## src/rtl/csc_mod_pkg.sv

```systemverilog
package csc_mod_pkg;
   // per-gate waveform selection
   typedef enum logic [1:0] {
      GM_OFF    = 2'd0,
      GM_ON     = 2'd1,
      GM_PEAK   = 2'd2,   // on while cnt >= level
      GM_VALLEY = 2'd3    // on while cnt <  level
   } gmode_t;

   localparam int NGATE = 6;
   // bypass pattern: switches 1, 2, 5 on
   localparam logic [NGATE-1:0] BYPASS_PAT = 6'b010011;
endpackage

```

## src/rtl/csc_carrier.sv

```systemverilog
module csc_carrier #(
   parameter int HALF = 1250,
   parameter int CW   = $clog2(HALF + 1)
) (
   input  logic          clk,
   input  logic          rst_n,
   output logic [CW-1:0] cnt,
   output logic          load
);
   logic dn;

   always_ff @(posedge clk) begin
      if (!rst_n) begin
         cnt <= '0;
         dn  <= 1'b0;
      end else if (!dn) begin
         if (cnt == CW'(HALF - 1)) dn <= 1'b1;
         else                      cnt <= cnt + 1'b1;
      end else begin
         if (cnt == '0) dn <= 1'b0;
         else           cnt <= cnt - 1'b1;
      end
   end

   // last cycle of the period: the next cycle starts a fresh up-count
   assign load = dn && (cnt == '0);

   AST_CNT_RANGE: assert property (@(posedge clk) disable iff (!rst_n) cnt < CW'(HALF));
   AST_VALLEY_RESTART: assert property (@(posedge clk) disable iff (!rst_n) load |=> (cnt == '0) && !load);
endmodule

```

## src/rtl/csc_duty_map.sv

```systemverilog
module csc_duty_map
   import csc_mod_pkg::*;
#(
   parameter int DW   = 16,
   parameter int HALF = 1250,
   parameter int CW   = $clog2(HALF + 1),
   parameter int EPS  = 328
) (
   input  logic          en,
   input  logic          ug_pos,
   input  logic [DW-1:0] dr_cmd,
   input  logic [DW-1:0] dd_cmd,
   output gmode_t        mode [NGATE],
   output logic [CW-1:0] lvl  [NGATE]
);
   localparam logic [DW-1:0] LO = DW'(EPS);
   localparam logic [DW-1:0] HI = DW'((1 << (DW - 1)) - EPS);

   function automatic logic [DW-1:0] clamp_mag(input logic [DW-1:0] x);
      logic [DW-1:0] m;
      m = x[DW-1] ? (~x + 1'b1) : x;
      if (m < LO)      m = LO;
      else if (m > HI) m = HI;
      return m;
   endfunction

   // compare level: HALF - floor(m * HALF / 2^(DW-1))
   function automatic logic [CW-1:0] level_of(input logic [DW-1:0] m);
      return CW'(HALF) - CW'(((DW+CW)'(m) * (DW+CW)'(HALF)) >> (DW - 1));
   endfunction

   logic [DW-1:0] act_r, mag_d;
   logic [CW-1:0] lv_r, lv_d;

   always_comb begin
      act_r = (ug_pos != dr_cmd[DW-1]) ? clamp_mag(dr_cmd) : '0;
      mag_d = clamp_mag(dd_cmd);
      lv_r  = level_of(act_r);
      lv_d  = level_of(mag_d);

      for (int i = 0; i < NGATE; i++) lvl[i] = '0;
      mode[0] = GM_ON;  mode[1] = GM_ON;
      mode[2] = GM_OFF; mode[3] = GM_OFF;
      mode[4] = GM_ON;  mode[5] = GM_OFF;

      if (en) begin
         lvl[1] = lv_r;
         lvl[3] = lv_r;
         if (ug_pos) begin
            mode[0] = GM_ON;     mode[2] = GM_OFF;
            mode[3] = GM_PEAK;   mode[1] = GM_VALLEY;
         end else begin
            mode[0] = GM_OFF;    mode[2] = GM_ON;
            mode[1] = GM_PEAK;   mode[3] = GM_VALLEY;
         end
         lvl[4] = lv_d;
         if (dd_cmd[DW-1]) begin
            mode[4] = GM_PEAK;   mode[5] = GM_ON;
         end else begin
            mode[4] = GM_VALLEY; mode[5] = GM_OFF;
         end
      end
   end
endmodule

```

## src/rtl/csc_gate_drv.sv

```systemverilog
module csc_gate_drv
   import csc_mod_pkg::*;
#(
   parameter int CW     = 11,
   parameter int OW     = 6,
   parameter bit RST_ON = 1'b0
) (
   input  logic          clk,
   input  logic          rst_n,
   input  logic          load,
   input  gmode_t        mode_in,
   input  logic [CW-1:0] lvl_in,
   input  logic [CW-1:0] cnt,
   input  logic [OW-1:0] ovl_len,
   output logic          sw
);
   gmode_t        mode_q;
   logic [CW-1:0] lvl_q;
   logic [OW-1:0] hold;
   logic          raw;

   always_ff @(posedge clk) begin
      if (!rst_n) begin
         mode_q <= RST_ON ? GM_ON : GM_OFF;
         lvl_q  <= '0;
      end else if (load) begin
         mode_q <= mode_in;
         lvl_q  <= lvl_in;
      end
   end

   always_comb begin
      case (mode_q)
         GM_ON:     raw = 1'b1;
         GM_PEAK:   raw = (cnt >= lvl_q);
         GM_VALLEY: raw = (cnt < lvl_q);
         default:   raw = 1'b0;
      endcase
   end

   // turn-off delay: the gate stays on for ovl_len clocks after compare drops
   always_ff @(posedge clk) begin
      if (!rst_n) begin
         sw   <= RST_ON;
         hold <= '0;
      end else if (raw) begin
         sw   <= 1'b1;
         hold <= ovl_len;
      end else if (hold != '0) begin
         sw   <= 1'b1;
         hold <= hold - 1'b1;
      end else begin
         sw   <= 1'b0;
      end
   end

   AST_RISE_FOLLOWS: assert property (@(posedge clk) disable iff (!rst_n) raw |=> sw);
   AST_OVL_STRETCH: assert property (@(posedge clk) disable iff (!rst_n) (!raw && $past(raw) && ovl_len != '0 && $stable(ovl_len)) |=> sw);
   AST_MODE_AT_EDGE: assert property (@(posedge clk) disable iff (!rst_n) !$stable(mode_q) |-> $past(load));
endmodule

```

## src/rtl/csc_gate_mod.sv

```systemverilog
module csc_gate_mod
   import csc_mod_pkg::*;
#(
   parameter int DW   = 16,
   parameter int HALF = 1250,
   parameter int EPS  = 328,
   parameter int OW   = 6,
   localparam int CW  = $clog2(HALF + 1)
) (
   input  logic          clk,
   input  logic          rst_n,
   input  logic          en,
   input  logic          ug_pos,
   input  logic [DW-1:0] dr_cmd,
   input  logic [DW-1:0] dd_cmd,
   input  logic [OW-1:0] ovl_len,
   output logic [5:0]    sw_on
);
   generate
      if (HALF < 2) begin : g_bad_half
         $error("HALF must be at least 2");
      end
      if (EPS < 1 || EPS >= (1 << (DW - 2))) begin : g_bad_eps
         $error("EPS must lie in [1, quarter scale)");
      end
      if (DW < 4 || OW < 1) begin : g_bad_width
         $error("DW or OW too small");
      end
   endgenerate

   logic [CW-1:0] cnt;
   logic          load;
   gmode_t        gm [NGATE];
   logic [CW-1:0] gl [NGATE];

   csc_carrier #(.HALF(HALF), .CW(CW)) u_car (
      .clk(clk), .rst_n(rst_n), .cnt(cnt), .load(load)
   );

   csc_duty_map #(.DW(DW), .HALF(HALF), .CW(CW), .EPS(EPS)) u_map (
      .en(en), .ug_pos(ug_pos), .dr_cmd(dr_cmd), .dd_cmd(dd_cmd),
      .mode(gm), .lvl(gl)
   );

   for (genvar g = 0; g < NGATE; g++) begin : g_gate
      csc_gate_drv #(.CW(CW), .OW(OW), .RST_ON(BYPASS_PAT[g])) u_drv (
         .clk(clk), .rst_n(rst_n), .load(load),
         .mode_in(gm[g]), .lvl_in(gl[g]), .cnt(cnt),
         .ovl_len(ovl_len), .sw(sw_on[g])
      );
   end

   AST_BRIDGE_PATH: assert property (@(posedge clk) disable iff (!rst_n) (sw_on[0] | sw_on[2]) && (sw_on[1] | sw_on[3]));
endmodule

```

## config.mk

```make
export PLATFORM = sky130hd
export DESIGN_NAME = csc_gate_mod
export DESIGN_NICKNAME = d
export VERILOG_FILES = /design/src/rtl/csc_mod_pkg.sv /design/src/rtl/csc_carrier.sv /design/src/rtl/csc_duty_map.sv /design/src/rtl/csc_gate_drv.sv /design/src/rtl/csc_gate_mod.sv
export SDC_FILE = /design/constraint.sdc
export NUM_CORES = 1
export LEC_CHECK = 0
export ABC_AREA = 1
export BUFFER_PORTS_ARGS = -buffer_cell sky130_fd_sc_hd__buf_2
export CELL_PAD_IN_SITES_DETAIL_PLACEMENT = 1
export CELL_PAD_IN_SITES_GLOBAL_PLACEMENT = 1
export CORE_ASPECT_RATIO = 0.6
export CORE_MARGIN = 10
export CORE_UTILIZATION = 43
export CTS_CLUSTER_DIAMETER = 50
export DETAILED_ROUTE_END_ITERATION = 10
export PLACE_DENSITY = 0.76
export SYNTH_ARGS = -nofsm -noshare
export SYNTH_HDL_FRONTEND = slang
export SYNTH_SLANG_ARGS = --single-unit
```

## constraint.sdc

```tcl
create_clock -name clk -period 6.2 [get_ports clk]
set_clock_uncertainty 0.15 [all_clocks]
set_input_delay 0.62 -clock clk [delete_from_list [all_inputs] [get_ports clk]]
set_output_delay 0.62 -clock clk [all_outputs]
set_load 0.05 [all_outputs]
```

==> metrics.txt <==
status=finished with violations; failing checks=negative setup slack; Arrival @ worst endpoint=7.68 ns; Yosys cell types=53; Placed Area=0.01398 mm2; CTS tree=done; initial core utilization=44.10%; DRC Markers=0; vias in the first global route=13890; fill cell count=3165; Core ar.=0.02556 mm2; Yosys top cell by area=ha_1; CTS Hold Bufs=0; Critical Path Fanout Max=5; Pins Over Slew Limit=0; I/O pin count=48; CP Buf/Inv Count=10; first-pass GRT wire length=75360 um; Die Area=0.03331 mm2; port bufs=47; Setup CP Type=in -> reg; RSZ-0062 raised after global routing=yes; Clock transition at path regs=0.07 ns; Post-layout nets=2229; Clock Latency Late Sink=0.39 ns; Final setup viols=22; max-cap violation count=0; max_slew headroom=35.37%; synth cell count leaders=320 x nand2_1, 280 x inv_1, 173 x ha_1; DRT antenna net count=0; Main synth FF type=dfxtp_1; most common cell in the netlist=nand2_1; Final period util=121.4%; number of synthesis warnings=0; crit-path leading delay family=adder cells; FP Rows=45; largest net degree at the start of global routing=39; Seq cells post-synth=81; fin cells=2303; drt first pass iters=6; post-synthesis cell area=0.01127 mm2; number of flops mapped to enable cells by yosys=0; Post-Syn Instances=1591; Die Ht=145.4 um; antenna violations before repair=0; top-area cell type share of the netlist area=19.20%; final hold violation count=0; DR vias/cell=6.238; ranking of synthesized cells by area=ha_1 19%, dfxtp_1 14%, fa_1 12%; syn avg cell area=7.086 um2; total track usage=27.71%; fmax=132.8 MHz; CP startpoint kind=primary input; HP Class=reg -> reg; CP dominant cell by count=nand2_1; H-tree Lvls=3; Slowest cell on crit path=fa_1; worst slew pin tran=0.9621 ns; clock root cell=clkbuf_16; GPL Wtd Cong=0.8521; final setup margin=-1.328 ns; Data required, critical path=6.35 ns; Clock Tree Buf Depth=2; Critical Path End Type=flip-flop; post-DP HPWL=30220 um; fin area=0.01644 mm2; drt wl/cell=28.06 um; grt ovf=0; Num CTS Buffers=9; Final min period=7.528 ns; die span in x=229.0 um; Routed WL=64620 um; DP Cell Count=2212; Seq/Total Area, Yosys=14.38%; DR vias=14370; Async S/R FF share, synth=0%; P&R area growth vs syn=45.87%; share of cells above drive strength 1=38.92%; clk sinks=81; crit-path max cell delay=0.70 ns; Initial DRC Count=1481
## metal layers
layer,vias to the layer above,wire length [um],GRT usage [%]
li1,5853,-,-
met1,6942,23060,33.55
met2,1085,29640,47.56
met3,485,5986,4.568
met5,-,0,0
met4,0,5938,12.13
## what timing repair did
item,CTS,global route
cloned,0,0
setup buffers,42,35
resized for setup,190,182
pin swaps,122,103
endpoints found under the setup margin,19,22
## tightest hold or removal path: cells and delay by family, from the launching register on
family | cells | cell delay, ns
compound gates | 1 | 0.05
flops | 1 | 0.31
simple gates | 1 | 0.06
## state kept, by name (all words and copies together), names as in the netlist
signal and flops:
g_gate.u_drv.mode_q 5, g_gate.u_drv.sw 6, u_car.dn 1, g_gate.u_drv.hold 36
g_gate.u_drv.lvl_q 22, u_car.cnt 11
## cells by family after synthesis
| kind of cell | synth area share, % |
|---|---|
| AND/OR/NAND/NOR | 27.59 |
| buffers and inverters | 11.25 |
| adder cells (fa/ha/maj) | 31.45 |
| AO/OA/AOI/OAI | 11.83 |
| flip-flops | 14.38 |
| XOR/XNOR | 3.418 |
| other | 0.06662 |
## final cells by class
class / count / area [um2] / area share (%)
diodes: 1 / 2.502 / 0.01522
clock buffers: 11 / 242.7 / 1.476
clock inverters: 5 / 86.33 / 0.5250
flip-flops and latches: 81 / 1622 / 9.861
multi-input cells: 1189 / 10070 / 61.22
inverters: 306 / 1207 / 7.342
repair buffers: 358 / 2776 / 16.88
well taps: 352 / 440.4 / 2.678
## path summary, 6_finish.rpt
path	startpoint	end	slack, ns	depth (start not counted)
hold reg to reg	g_gate[3].u_drv.lvl_q[7]	g_gate[3].u_drv.lvl_q[7]	0.32	2
hold / removal	g_gate[3].u_drv.lvl_q[7]	g_gate[3].u_drv.lvl_q[7]	0.32	2
setup reg to reg	g_gate[3].u_drv.lvl_q[1]	g_gate[1].u_drv.hold[5]	2.08	17
setup / recovery	dr_cmd[2]	g_gate[3].u_drv.lvl_q[4]	-1.33	38
## per-stage QoR
step / util, % / setup WS [ns] / hold WS [ns] / setup TNS, ns
after global placement: 54.68 / -0.6332 / 0.3056 / -8.694
after floorplan: - / -0.0002647 / 0.2953 / -0.0002647
after detailed placement: 54.68 / -0.9545 / 0.3111 / -14.57
final: 64.33 / -1.328 / 0.3190 / -16.87
after global routing: 64.32 / -1.456 / 0.3417 / -20.14
after CTS: 60.64 / -0.07332 / 0.3178 / -0.1821
## placed cells by master, fill, tap and decap left out, drive strengths merged, types with 2 or more instances in the layout
cell type | netlist | routed
fa | 69 | 69
nor3 | 22 | 22
o211ai | 3 | 3
clkinv | 4 | 5
a31oi | 5 | 5
nand2 | 355 | 355
o21a | 2 | 2
nand3 | 112 | 112
conb | 2 | 8
dfxtp | 81 | 81
ha | 173 | 173
xor2 | 22 | 22
bufinv | 0 | 2
inv | 302 | 303
xnor2 | 16 | 16
or2 | 5 | 5
nor2 | 127 | 127
nand4 | 19 | 19
a21o | 2 | 2
a21boi | 3 | 3
o21ai | 65 | 65
buf | 12 | 358
a21oi | 123 | 123
o22ai | 5 | 5
a211oi | 15 | 15
clkbuf | 9 | 11
nor4 | 12 | 12
nand3b | 11 | 11
o21bai | 9 | 9
Power is not shown: default switching activity piles up to over one toggle a cycle in this logic, so the estimate is an artifact.
